<file path="src/rtl/vcc_pkg.sv">
// vcc_pkg: shared types and constants for the vector current controller.
// Assumes three stationary axes, indexed alpha=0, beta=1, gamma=2.
package vcc_pkg;

    localparam int NUM_AXES = 3;
    localparam int AX_ALPHA = 0;
    localparam int AX_BETA  = 1;
    localparam int AX_GAMMA = 2;
    localparam int VEC_W    = 4;

    // three-level axis demand; the code is the table digit
    typedef enum logic [1:0] {
        LVL_NEG  = 2'd0,
        LVL_ZERO = 2'd1,
        LVL_POS  = 2'd2
    } lvl_t;

    localparam int TBL_SIZE = 27;
    localparam int IDX_NULL = 9 * 1 + 3 * 1 + 1;   // all demands zero
    localparam int IDX_TIE  = 9 * 1 + 3 * 2 + 1;   // gamma 0, beta +1, alpha 0

    localparam logic [VEC_W-1:0] VEC_NULL_LO = '0;
    localparam logic [VEC_W-1:0] VEC_NULL_HI = '1;

endpackage

</file>
<file path="src/rtl/vcc_hyst_cmp.sv">
// vcc_hyst_cmp: one two-level hysteretic comparator.
// Presents both the next level (for same-cycle use downstream) and the
// registered level. Assumes band is non-negative; the comparison is strict.
module vcc_hyst_cmp #(
    parameter int ERR_W = 17
) (
    input  logic                    clk,
    input  logic                    rst_n,
    input  logic                    upd,
    input  logic signed [ERR_W-1:0] err,
    input  logic        [ERR_W-2:0] band,
    output logic                    cmp_d,
    output logic                    cmp_q
);

    logic signed [ERR_W-1:0] lim_pos;
    logic signed [ERR_W-1:0] lim_neg;

    // widen band into the signed error domain
    always_comb begin
        lim_pos = signed'({1'b0, band});
        lim_neg = -lim_pos;
    end

    // next level: set above band, clear below negated band, else hold
    always_comb begin
        if (err > lim_pos) begin
            cmp_d = 1'b1;
        end else if (err < lim_neg) begin
            cmp_d = 1'b0;
        end else begin
            cmp_d = cmp_q;
        end
    end

    // level register, advanced only on the sample strobe
    always_ff @(posedge clk) begin
        if (!rst_n) begin
            cmp_q <= 1'b0;
        end else if (upd) begin
            cmp_q <= cmp_d;
        end
    end

endmodule

</file>
<file path="src/rtl/vcc_axis_quant.sv">
// vcc_axis_quant: error former and three-level quantizer for one axis.
// The three-level demand is the sum of a wide and a narrow comparator.
// Assumes the current inputs are signed two's complement of CUR_W bits.
module vcc_axis_quant
    import vcc_pkg::*;
#(
    parameter int CUR_W = 16
) (
    input  logic                    clk,
    input  logic                    rst_n,
    input  logic                    upd,
    input  logic signed [CUR_W-1:0] ref_cur,
    input  logic signed [CUR_W-1:0] meas_cur,
    input  logic        [CUR_W-1:0] band_wide,
    input  logic        [CUR_W-1:0] band_narrow,
    output lvl_t                    lvl_d,
    output logic                    wide_d,
    output logic                    wide_q,
    output logic                    narrow_q
);

    localparam int ERR_W = CUR_W + 1;

    logic signed [ERR_W-1:0] err;
    logic                    narrow_d;

    // sign-extended difference, never overflows
    always_comb begin
        err = ERR_W'(ref_cur) - ERR_W'(meas_cur);
    end

    vcc_hyst_cmp #(.ERR_W(ERR_W)) u_wide (
        .clk   (clk),
        .rst_n (rst_n),
        .upd   (upd),
        .err   (err),
        .band  (band_wide),
        .cmp_d (wide_d),
        .cmp_q (wide_q)
    );

    vcc_hyst_cmp #(.ERR_W(ERR_W)) u_narrow (
        .clk   (clk),
        .rst_n (rst_n),
        .upd   (upd),
        .err   (err),
        .band  (band_narrow),
        .cmp_d (narrow_d),
        .cmp_q (narrow_q)
    );

    // sum of the two comparators mapped onto the demand code
    always_comb begin
        case ({wide_d, narrow_d})
            2'b11:   lvl_d = LVL_POS;
            2'b00:   lvl_d = LVL_NEG;
            default: lvl_d = LVL_ZERO;
        endcase
    end

endmodule

</file>
<file path="src/rtl/vcc_vector_select.sv">
// vcc_vector_select: maps the three axis demands onto a switching vector.
// Handles the shared tie-break cell and the null-vector choice.
// Assumes cur_vec is the vector currently applied to the legs.
module vcc_vector_select
    import vcc_pkg::*;
(
    input  lvl_t             lvl_alpha,
    input  lvl_t             lvl_beta,
    input  lvl_t             lvl_gamma,
    input  logic             alpha_wide,
    input  logic             gamma_wide,
    input  logic [VEC_W-1:0] cur_vec,
    output logic [VEC_W-1:0] nxt_vec
);

    localparam int IDX_W = $clog2(TBL_SIZE);

    logic [IDX_W-1:0] idx;
    logic [VEC_W-1:0] null_vec;
    logic [VEC_W-1:0] tie_vec;

    // base-3 table index from the three demand digits
    always_comb begin
        idx = IDX_W'(lvl_gamma) * IDX_W'(9)
            + IDX_W'(lvl_beta)  * IDX_W'(3)
            + IDX_W'(lvl_alpha);
    end

    // null vector needing fewer leg transitions; even split keeps low null
    always_comb begin
        if ($countones(cur_vec) > VEC_W / 2) begin
            null_vec = VEC_NULL_HI;
        end else begin
            null_vec = VEC_NULL_LO;
        end
    end

    // tie-break cell resolved by the wide comparators on alpha and gamma
    always_comb begin
        if (alpha_wide && gamma_wide) begin
            tie_vec = 4'd12;
        end else if (alpha_wide) begin
            tie_vec = 4'd4;
        end else begin
            tie_vec = 4'd13;
        end
    end

    // main selection table
    always_comb begin
        case (idx)
            5'd0:    nxt_vec = 4'd12;
            5'd1:    nxt_vec = 4'd12;
            5'd2:    nxt_vec = 4'd13;
            5'd3:    nxt_vec = 4'd14;
            5'd4:    nxt_vec = 4'd8;
            5'd5:    nxt_vec = 4'd9;
            5'd6:    nxt_vec = 4'd10;
            5'd7:    nxt_vec = 4'd10;
            5'd8:    nxt_vec = 4'd11;
            5'd9:    nxt_vec = 4'd4;
            5'd10:   nxt_vec = 4'd4;
            5'd11:   nxt_vec = 4'd13;
            5'd12:   nxt_vec = 4'd14;
            5'd13:   nxt_vec = null_vec;
            5'd14:   nxt_vec = 4'd1;
            5'd15:   nxt_vec = 4'd2;
            5'd16:   nxt_vec = tie_vec;
            5'd17:   nxt_vec = 4'd11;
            5'd18:   nxt_vec = 4'd4;
            5'd19:   nxt_vec = 4'd5;
            5'd20:   nxt_vec = 4'd5;
            5'd21:   nxt_vec = 4'd6;
            5'd22:   nxt_vec = 4'd7;
            5'd23:   nxt_vec = 4'd1;
            5'd24:   nxt_vec = 4'd2;
            5'd25:   nxt_vec = 4'd3;
            5'd26:   nxt_vec = 4'd3;
            default: nxt_vec = cur_vec;
        endcase
    end

endmodule

</file>
<file path="src/rtl/vcc_vector_ctrl.sv">
// vcc_vector_ctrl: hysteretic vector current controller for a four-leg
// inverter. Three axis quantizers feed a vector selector; the vector
// register advances on sample_en. Assumes band inputs are held stable by
// the surrounding configuration logic.
module vcc_vector_ctrl
    import vcc_pkg::*;
#(
    parameter int CUR_W = 16
) (
    input  logic                    clk,
    input  logic                    rst_n,
    input  logic                    sample_en,
    input  logic signed [CUR_W-1:0] ref_alpha,
    input  logic signed [CUR_W-1:0] ref_beta,
    input  logic signed [CUR_W-1:0] ref_gamma,
    input  logic signed [CUR_W-1:0] meas_alpha,
    input  logic signed [CUR_W-1:0] meas_beta,
    input  logic signed [CUR_W-1:0] meas_gamma,
    input  logic        [CUR_W-1:0] band_narrow,
    input  logic        [CUR_W-1:0] band_wide_alpha,
    input  logic        [CUR_W-1:0] band_wide_beta,
    input  logic        [CUR_W-1:0] band_wide_gamma,
    output logic        [VEC_W-1:0] leg_vec
);

    logic signed [CUR_W-1:0] ref_ax   [NUM_AXES];
    logic signed [CUR_W-1:0] meas_ax  [NUM_AXES];
    logic        [CUR_W-1:0] wband_ax [NUM_AXES];
    lvl_t                    lvl_d    [NUM_AXES];
    logic [NUM_AXES-1:0]     wide_d;
    logic [NUM_AXES-1:0]     wide_q_bus;
    logic [NUM_AXES-1:0]     narrow_q_bus;
    logic [VEC_W-1:0]        vec_q;
    logic [VEC_W-1:0]        vec_d;
    logic                    unused_wide_beta;

    // gather per-axis inputs into arrays
    always_comb begin
        ref_ax[AX_ALPHA]   = ref_alpha;
        ref_ax[AX_BETA]    = ref_beta;
        ref_ax[AX_GAMMA]   = ref_gamma;
        meas_ax[AX_ALPHA]  = meas_alpha;
        meas_ax[AX_BETA]   = meas_beta;
        meas_ax[AX_GAMMA]  = meas_gamma;
        wband_ax[AX_ALPHA] = band_wide_alpha;
        wband_ax[AX_BETA]  = band_wide_beta;
        wband_ax[AX_GAMMA] = band_wide_gamma;
    end

    for (genvar g = 0; g < NUM_AXES; g++) begin : g_axis
        vcc_axis_quant #(.CUR_W(CUR_W)) u_axis (
            .clk         (clk),
            .rst_n       (rst_n),
            .upd         (sample_en),
            .ref_cur     (ref_ax[g]),
            .meas_cur    (meas_ax[g]),
            .band_wide   (wband_ax[g]),
            .band_narrow (band_narrow),
            .lvl_d       (lvl_d[g]),
            .wide_d      (wide_d[g]),
            .wide_q      (wide_q_bus[g]),
            .narrow_q    (narrow_q_bus[g])
        );
    end

    // the beta wide level only reaches the selector through its demand
    assign unused_wide_beta = wide_d[AX_BETA];

    vcc_vector_select u_select (
        .lvl_alpha  (lvl_d[AX_ALPHA]),
        .lvl_beta   (lvl_d[AX_BETA]),
        .lvl_gamma  (lvl_d[AX_GAMMA]),
        .alpha_wide (wide_d[AX_ALPHA]),
        .gamma_wide (wide_d[AX_GAMMA]),
        .cur_vec    (vec_q),
        .nxt_vec    (vec_d)
    );

    // applied vector, advanced only on the sample strobe
    always_ff @(posedge clk) begin
        if (!rst_n) begin
            vec_q <= VEC_NULL_LO;
        end else if (sample_en) begin
            vec_q <= vec_d;
        end
    end

    assign leg_vec = vec_q;

endmodule

</file>
<file path="config.mk">
export PLATFORM = sky130hd
export DESIGN_NAME = vcc_vector_ctrl
export DESIGN_NICKNAME = d
export VERILOG_FILES = /design/src/rtl/vcc_pkg.sv /design/src/rtl/vcc_hyst_cmp.sv /design/src/rtl/vcc_axis_quant.sv /design/src/rtl/vcc_vector_select.sv /design/src/rtl/vcc_vector_ctrl.sv
export SDC_FILE = /design/constraint.sdc
export NUM_CORES = 1
export LEC_CHECK = 0
export BUFFER_PORTS_ARGS = -buffer_cell sky130_fd_sc_hd__buf_2
export CORE_MARGIN = 1.5
export CORE_UTILIZATION = 64
export CTS_CLUSTER_DIAMETER = 100
export DETAILED_ROUTE_END_ITERATION = 16
export PLACE_DENSITY = 0.95
export SLEW_MARGIN = 20
export SYNTH_ARGS = -nofsm -noshare
export SYNTH_HDL_FRONTEND = slang
export SYNTH_SLANG_ARGS = --single-unit
</file>
<file path="constraint.sdc">
create_clock -name clk -period 16.7 [get_ports clk]
set_clock_uncertainty 0.1 [all_clocks]
set_input_delay 0.835 -clock clk [delete_from_list [all_inputs] [get_ports clk]]
set_output_delay 0.835 -clock clk [all_outputs]
set_load 0.005 [all_outputs]
</file>
==> Yosys cells after proc, flatten, opt, wreduce, memory -nomap -nowiden <==
Index checks and enable logic that the tools add are counted.
Widths: inputs -> output; s select.
{ "totals": {"ram_bits": 0, "elab_cells": 99, "mem_count": 0, "latch_bits": 0, "output_inout_bits": 4, "in_bits": 163, "romBits": 0, "regBits": 10} }
{ "op_classes": {"reduce_logical": 17, "add_sub_neg": 12, "eq_ne": 29, "shift": 0, "n_mux": 19, "n_mul": 2, "order_cmp": 13, "bitwise": 0, "div": 0} }
{ "ops": {"columns": ["cell", "count"], "rows": [
  ["$gt 17x17->1", 6],
  ["$lt 17x17->1", 6],
  ["$neg 16->17", 4],
  ["$pmux 4 s16", 1],
  ["$eq 5x5->1 const B", 11],
  ["$sub 16x16->17", 3],
  ["$eq 5x4->1 const B", 8],
  ["$add 32x32->32", 1],
  ["$gt 32x3->1 const B", 1],
  ["$eq 5x3->1 const B", 4],
  ["$reduce_or 2->1", 9],
  ["$reduce_bool 16->1", 1],
  ["$mux 1", 12],
  ["$mux 4", 3],
  ["$pmux 2 s2", 3],
  ["$eq 5x2->1 const B", 2],
  ["$eq 2x2->1 const B", 3],
  ["$logic_not 2->1", 3],
  ["$add 5x2->5", 1],
  ["$add 5x4->5", 1],
  ["$eq 5x1->1 const B", 1],
  ["$logic_not 5->1", 1],
  ["$mul 2x4->5 const B", 1],
  ["$add 1x1->2", 2],
  ["4 further kinds", 4]
]} }

==> Depth between registers and ports, before layout <==
Gate-level depths: netlist of run 1.
{ "depth": {"ltp_word": 13, "depth_mapped": 35, "depth_no_buf": 35} }

==> Hierarchy <==
A second synthesis of run 1 with hierarchy kept.
{ "unflattened": {"hier_cells": 1329, "area_unflattened_um2": 10259.8} }
{ "by_module_without_submodules": {"columns": ["mod", "area_per_inst_um2", "n_inst", "seq_area_each_um2", "cells_each"], "rows": [
  ["vcc_hyst_cmp", 1134.8, 6, 20.0, 145],
  ["vcc_axis_quant", 810.8, 3, 0.0, 111],
  ["vcc_vector_select", 862.1, 1, 0.0, 113],
  ["vcc_vector_ctrl", 156.4, 1, 80.1, 13]
]} }

==> Least setup slack after synthesis of run 1 <==
OpenSTA, ideal clock, no wires.
{ "synth_timing": {"path_type": "input -> register", "from": "input port meas_gamma[1]", "to": "register vec_q[0] (netlist: leg_vec[0])", "arrival_ps": 7353, "required_ps": 16485, "path_slack_ps": 9132, "path_buffers": 0, "stages": 29, "setup_time_ps": 115, "path_cell_list": "inv_1 -> ha_1 -> nor2b_1 -> o21ai_0 -> a21boi_1 -> o21a_1 -> o22a_1 -> a221o_1 -> o41ai_1 -> o21bai_1 -> a21oi_1 -> xnor2_1 -> ha_1 -> o221ai_1 -> a21oi_1 -> o31a_1 -> o21ai_0 -> o2bb2ai_1 -> ha_1 -> inv_1 -> fa_1 -> fa_1 -> fa_1 -> xnor2_1 -> nor2_1 -> o31ai_1 -> a211o_1 -> a311oi_2 -> o21a_1"} }
{ "synth_between": {"elab_chain_cells": 13} }
{ "synth_lines": {"columns": ["element", "line", "rtl"], "rows": [
  ["start, declared", "vcc_vector_ctrl.sv:18", "input logic signed [CUR_W-1:0] meas_gamma,"],
  ["$sub 16x16->17 (*)", "vcc_axis_quant.sv:29", "err = ERR_W'(ref_cur) - ERR_W'(meas_cur);"],
  ["$lt 17x17->1", "vcc_hyst_cmp.sv:29", "end else if (err < lim_neg) begin"],
  ["$mux 1", "vcc_hyst_cmp.sv:29", null],
  ["$mux 1 (*)", "vcc_hyst_cmp.sv:27", "if (err > lim_pos) begin"],
  ["named net g_axis[2].u_axis.u_wide.cmp_d", "vcc_hyst_cmp.sv:12", "output logic cmp_d,"],
  ["$eq 2x2->1 / $logic_not 2->1 (equally long branches)", "vcc_axis_quant.sv:54", "case ({wide_d, narrow_d})"],
  ["$pmux 2 s2", "vcc_axis_quant.sv:54", null],
  ["$mul 2x4->5", "vcc_vector_select.sv:24", "idx = IDX_W'(lvl_gamma) * IDX_W'(9)"],
  ["$add 5x4->5", "vcc_vector_select.sv:25", "+ IDX_W'(lvl_beta) * IDX_W'(3)"],
  ["$add 5x2->5", "vcc_vector_select.sv:26", "+ IDX_W'(lvl_alpha);"],
  ["$eq 5x4->1, or another cell as far along", "vcc_vector_select.sv:51", "case (idx)"],
  ["$reduce_or 3->1 (no source line) / $reduce_or 2->1 (equally long branches)", null, null],
  ["$reduce_bool 16->1 (no source line)", null, null],
  ["$reduce_and 2->1 (no source line)", null, null],
  ["end signal, assigned", "vcc_vector_ctrl.sv:84", "vec_q <= vec_d;"],
  ["end, declared", "vcc_vector_ctrl.sv:33", "logic [VEC_W-1:0] vec_q;"]
]} }
Mark *: on every way through the listed nets, which the timed path passes. The rest lies on a longest branch.
A chain may end at the register's enable or synchronous reset.

==> Final worst setup path of run 1 <==
Same ends and word-level chain as after synthesis.

==> impl_metrics.tcl, run 1 <==
set metrics [dict create \
    ant_nets 0 \
    drive_gt1_frac 0.146 \
    yosys_warnings 0 \
    outcome "completed" \
    ctsResizeCount 0 \
    num_vias 9495 \
    worstSetupEndpointType "flip-flop" \
    highest_layer "met4" \
    drt-total-wl_um 23800 \
    async_reset_ff_frac 0 \
    grt_max_degree 18 \
    h-tree-depth 1 \
    hold_viol_final 0 \
    drv_cap 0 \
    grt-ovfl-total 0 \
    max_stage_delay_ns 0.91 \
    design_power_total_w 0.000836 \
    antenna_found_initial 0 \
    post-dp-hpwl_um 20600 \
    io_pins 167 \
    nets 1751 \
    synth_ff_type "dfxtp_1" \
    rows 42 \
    seq_area_frac_synth 0.0227 \
    fin_setup_tns_ns 0 \
    hold_buffers 0 \
    die_w_um 120 \
    fp.dieArea_um2 14500 \
    worst-path-buf-inv 3 \
    m1WireLength_um 9720 \
    vdd_drop_max_mv 0.127 \
    cts_tree "done" \
    track_usage 0.317 \
    arrival_ns 8.55 \
    worst-endpoint-required_ns 16.74 \
    power_density_nw_per_um2 84.4 \
    synth_edf_count 0 \
    start_util 0.660 \
    via_per_inst 6.29 \
    final-setup-viol-count 0 \
    crit_family "compound AO/OA/AOI/OAI gates" \
    clock_sinks 10 \
    port_buffers 166 \
    syn2layout_area_growth_pct 12.5 \
    gp_congestion 1.03 \
    relSlewSlack 0.294 \
    first_global_vias 9017 \
    syn_avg_cell_area_um2 7.52 \
    synth-seq-cells 10 \
    wl_met3_um 1620 \
    netlist-cell-type-count 82 \
    dr.pass1.iters 6 \
    syn_inst 1172 \
    cts_setup_buffers 0 \
    drv_slew 0 \
    cts_root_buf "clkbuf_16" \
    p_leak_nw 5.11 \
    synth_fp_nets 1589 \
    worstPathMaxFanout 10 \
    clockBufferDepth 2 \
    clk_pin_slew_ns 0.05 \
    die_h_um 120 \
    min_period_over_period 0.509 \
    path_class "input pin to flip-flop" \
    fp.coreArea_um2 13300 \
    drc 0 \
    hp-class "flip-flop to flip-flop" \
    drt_iter0_markers 645 \
    tightest_slew_ns 1.05 \
    rsz0062_at_grt "no" \
    min_period_ns 8.51 \
    wl_per_cell_um 15.7 \
    slowest_stage "o31ai_1" \
    synth_area_um2 8810 \
    clkLatencyLatePin_ns 0.25 \
    grt_pass1_wl_um 38700 \
    num_antenna_cells 0 \
    wl_met2_um 11500 \
    clock.fmax_mhz 118 \
    cts_buffers 3 \
    start_kind "input pin" \
]
synth_stat cells (all sizes together) (3+ instances only):
cell,n,share of area
inv,151,0.064
a31o,3,0.0030
o221a,3,0.0038
nand2b,20,0.014
nand3,31,0.018
a21boi,9,0.0077
nor3,25,0.014
a21o,30,0.026
buf,3,0.0016
ha,247,0.35
or2,8,0.0057
a2111oi,4,0.0047
o2111ai,3,0.0030
o21bai,3,0.0026
xnor2,81,0.081
o31ai,6,0.0051
nor2b,34,0.024
nand4,28,0.021
or4,3,0.0026
o21ai,67,0.038
a211o,5,0.0050
and2,4,0.0028
a31oi,16,0.011
a21oi,63,0.036
nand3b,5,0.0043
o31a,5,0.0050
o211ai,11,0.012
and4,5,0.0050
nor4,21,0.017
o311ai,3,0.0030
o221ai,5,0.0057
or3,11,0.0084
a211oi,10,0.0099
o22ai,4,0.0028
fa,7,0.016
a311oi,4,0.0047
xor2,10,0.0099
nor2,72,0.031
nand2,63,0.027
and3,5,0.0036
clkbuf,6,0.0026
dfxtp,10,0.023
o21a,36,0.031
cell type report:
cell class	instances	area, um2
tap	176	220
sequential	10	200
timing repair buffer	166	831
clock buffer	4	88.8
multi-input combinational	1002	8010
inverter	151	567
fill	1019	3440
power by group:
group | switching, W | internal [W] | leakage [nW]
logic | 0.000438 | 0.000313 | 4.98
clock network | 0.0000152 | 0.0000364 | 0.0442
registers | 0.00000399 | 0.0000302 | 0.0825
total | 0.000457 | 0.000379 | 5.11
sequential cells by signal, indices dropped and copies added, names as in the netlist:
name and flops:
g_axis.u_axis.u_narrow.cmp_q 3, g_axis.u_axis.u_wide.cmp_q 3, leg_vec 4
per-stage QoR:
step | hold slack, ns | std cells | util | setup WS [ns] | area [um2]
5_1_grt | 0.439 | 1509 | 0.743 | 7.47 | 9910
2_1_floorplan | 0.370 | 1172 | - | 9.13 | 8810
3_5_place_dp | 0.409 | 1505 | 0.736 | 8.13 | 9820
6_report | 0.420 | 1509 | 0.743 | 8.19 | 9910
4_1_cts | 0.415 | 1509 | 0.743 | 8.35 | 9910
3_3_place_gp | 0.385 | 1505 | 0.736 | 8.47 | 9820
placed cells by master (no fill, tap or decap), types with 25 or more instances in the layout:
cell type / count
ha_1: 247
buf_2: 166
inv_1: 150
xnor2_1: 80
nor2_1: 72
o21ai_0: 63
a21oi_1: 63
nand2_1: 62
o21a_1: 36
nor2b_1: 34
nand3_1: 31
a21o_1: 30
nand4_1: 27
nor3_1: 25
per-layer routing:
layer  up-vias  global-route usage
met5         -                   0
met4         0               0.141
met3        92              0.0406
met2       454               0.577
met1      4325               0.369
li1       4624                   -
kinds of logic (layout without fill, tap and decap cells):
logic type / count (synthesis) / in the layout / share of synthesized area
AO/OA/AOI/OAI: 313 / 313 / 0.244
XOR/XNOR: 91 / 91 / 0.0913
adder cells (fa/ha/maj): 255 / 255 / 0.368
buffers and inverters: 160 / 321 / 0.0685
flip-flops: 10 / 10 / 0.0227
multiplexers: 2 / 2 / 0.00227
AND/OR/NAND/NOR: 341 / 341 / 0.203
tightest hold or removal path: cells and delay by family (launching register included):
family          cells  cell delay, ns
flops               1            0.32
compound gates      2            0.15
final timing paths:
path,endpoint,from,slack [ns],cells past startpoint
max reg2reg,leg_vec[0],g_axis[1].u_axis.u_wide.cmp_q,12.06,13
max,leg_vec[0],meas_gamma[1],8.19,30
min reg2reg,g_axis[0].u_axis.u_wide.cmp_q,g_axis[0].u_axis.u_wide.cmp_q,0.42,2
min,g_axis[0].u_axis.u_wide.cmp_q,g_axis[0].u_axis.u_wide.cmp_q,0.42,2
Note: power is estimated with default switching activity, not from simulation.
==> inputs of run 2 (changes only) <==
--- a/config.mk
+++ b/config.mk
@@ -7,10 +7,10 @@
 export LEC_CHECK = 0
 export BUFFER_PORTS_ARGS = -buffer_cell sky130_fd_sc_hd__buf_2
 export CORE_MARGIN = 1.5
-export CORE_UTILIZATION = 64
+export CORE_UTILIZATION = 53
 export CTS_CLUSTER_DIAMETER = 100
 export DETAILED_ROUTE_END_ITERATION = 16
-export PLACE_DENSITY = 0.95
+export PLACE_DENSITY = 0.88
 export SLEW_MARGIN = 20
 export SYNTH_ARGS = -nofsm -noshare
 export SYNTH_HDL_FRONTEND = slang
==> constraint.sdc (replaced) <==
create_clock -name clk -period 7.7 [get_ports clk]
set_clock_uncertainty 0.1 [all_clocks]
set_input_delay 0.385 -clock clk [delete_from_list [all_inputs] [get_ports clk]]
set_output_delay 0.385 -clock clk [all_outputs]
set_load 0.005 [all_outputs]
==> impl_metrics.tcl, run 2 (same netlist as run 1, synthesis figures left out) <==
set metrics [dict create \
    outcome "completed" \
    nets 1764 \
    hold_viol_final 0 \
    clkLatencyLatePin_ns 0.24 \
    num_vias 9228 \
    layout_commonest_cell "ha_1" \
    start_util 0.549 \
    startpoint "ref_gamma[0]" \
    min_period_ns 7.17 \
    stdcell_area_um2 10100 \
    slowest_stage "fa_2" \
    syn2layout_area_growth_pct 14.8 \
    first_global_vias 9070 \
    die_w_um 132 \
    rows 46 \
    final-setup-viol-count 0 \
    antenna_found_initial 1 \
    relSlewSlack 0.512 \
    gp_congestion 0.957 \
    grt-ovfl-total 0 \
    rr_worst_depth 15 \
    fp.coreArea_um2 16100 \
    hp-class "flip-flop to flip-flop" \
    port_buffers 166 \
    timing.rr.start "g_axis[1].u_axis.u_wide.cmp_q" \
    fin_setup_tns_ns 0 \
    clock.fmax_mhz 139 \
    vdd_drop_max_mv 0.224 \
    cts_buffers 3 \
    post-dp-hpwl_um 20300 \
    fp.dieArea_um2 17400 \
    seqCellArea_um2 200 \
    wl_per_cell_um 14.9 \
    drt_iter0_markers 691 \
    r2r_slack_ns 3.87 \
    start_kind "input pin" \
    clockBufferDepth 2 \
    drv_cap 0 \
    dr.pass1.iters 7 \
    power_density_nw_per_um2 183 \
    drive_gt1_frac 0.160 \
    drc 0 \
    path_class "input pin to flip-flop" \
    worst-endpoint-required_ns 7.79 \
    dpl_worst_slack_ns 0.158 \
    worstPathMaxFanout 15 \
    n_fill_cell 1372 \
    h-tree-depth 1 \
    largest_reg_flops 4 \
    io_pins 167 \
    cts_tree "done" \
    multi_input_area_um2 8060 \
    final_cell_mix "ha_1 (247), buf_2 (166), inv_1 (150)" \
    cts_root_buf "clkbuf_16" \
    max_stage_delay_ns 0.54 \
    grt_max_degree 18 \
    arrival_ns 7.25 \
    tightest_slew_ns 0.725 \
    via_per_inst 5.90 \
    design_power_total_w 0.00185 \
    clk_pin_slew_ns 0.04 \
    min_period_over_period 0.931 \
    drt-total-wl_um 23200 \
    placed_area_um2 9960 \
    die_h_um 132 \
    p_leak_nw 5.20 \
    worstSetupEndpointType "flip-flop" \
    setup_ws_ns 0.531 \
    worstReg2RegEnd "leg_vec[0]" \
    grt_pass1_wl_um 39300 \
    track_usage 0.262 \
    endpoint "leg_vec[0]" \
    drv_slew 0 \
    ant_nets 0 \
    clock_sinks 10 \
]
-- run 2: changes by cell type in the layout (fill, tap and decap cells not counted), sizes merged --
cell	delta
buf	+13
diode	+1
-- run 2: critical path: cells and delay by family --
family | cells | cell delay, ns
AOI/OAI and AO/OA | 15 | 2.89
xor gates and xnor gates | 1 | 0.28
adders and majority gates | 7 | 2.65
buffers and inverters | 6 | 0.60
and+or+nand+nor | 5 | 0.43
-- run 2: layout make-up --
class | instances | area share
Antenna cell | 1 | 0.000247
Clock buffer | 4 | 0.00878
Inverter | 151 | 0.0560
Multi-Input combinational cell | 1002 | 0.797
Sequential cell | 10 | 0.0198
Tap cell | 216 | 0.0267
Timing Repair Buffer | 179 | 0.0918
-- run 2: routing by layer --
metal | wire [um] | GRT usage | vias up | part of all wire
met2 | 10900 | 0.472 | 331 | 0.47
li1 | - | - | 4666 | -
met5 | 0 | 0 | - | 0
met1 | 10300 | 0.317 | 4167 | 0.44
met4 | 835 | 0.0988 | 0 | 0.036
met3 | 1190 | 0.0285 | 64 | 0.051
-- run 2: where the power goes --
group	switching, W	internal [W]
Sequential	0.00000989	0.0000655
Clock	0.0000277	0.0000784
Combinational	0.000950	0.000721
-- run 2: timing repair --
item / 4_1_cts / 5_1_grt
setup endpoints to repair: 0 / 4
hold buffers: 0 / 0
setup buffers: 0 / 2
endpoints found under the hold margin: 0 / 0
resized for setup: 0 / 10
-- run 2: metrics by stage --
stage,utilization,instances,hold WS (ns)
finish,0.630,1563,0.392
global route,0.630,1563,0.415
CTS,0.626,1560,0.395
detailed placement,0.620,1556,0.396
global placement,0.620,1556,0.382
floorplan,-,1172,0.370
-- run 2: worst min-delay path by stage --
stage                                   from                       endpoint  slack, ns  depth (start not counted)
4_1_cts        g_axis[1].u_axis.u_wide.cmp_q  g_axis[1].u_axis.u_wide.cmp_q       0.40                          2
3_3_place_gp   g_axis[1].u_axis.u_wide.cmp_q  g_axis[1].u_axis.u_wide.cmp_q       0.38                          2
6_report       g_axis[1].u_axis.u_wide.cmp_q  g_axis[1].u_axis.u_wide.cmp_q       0.39                          2
2_1_floorplan  g_axis[1].u_axis.u_wide.cmp_q  g_axis[1].u_axis.u_wide.cmp_q       0.37                          2
5_1_grt        g_axis[1].u_axis.u_wide.cmp_q  g_axis[1].u_axis.u_wide.cmp_q       0.41                          2
3_5_place_dp   g_axis[1].u_axis.u_wide.cmp_q  g_axis[1].u_axis.u_wide.cmp_q       0.40                          2
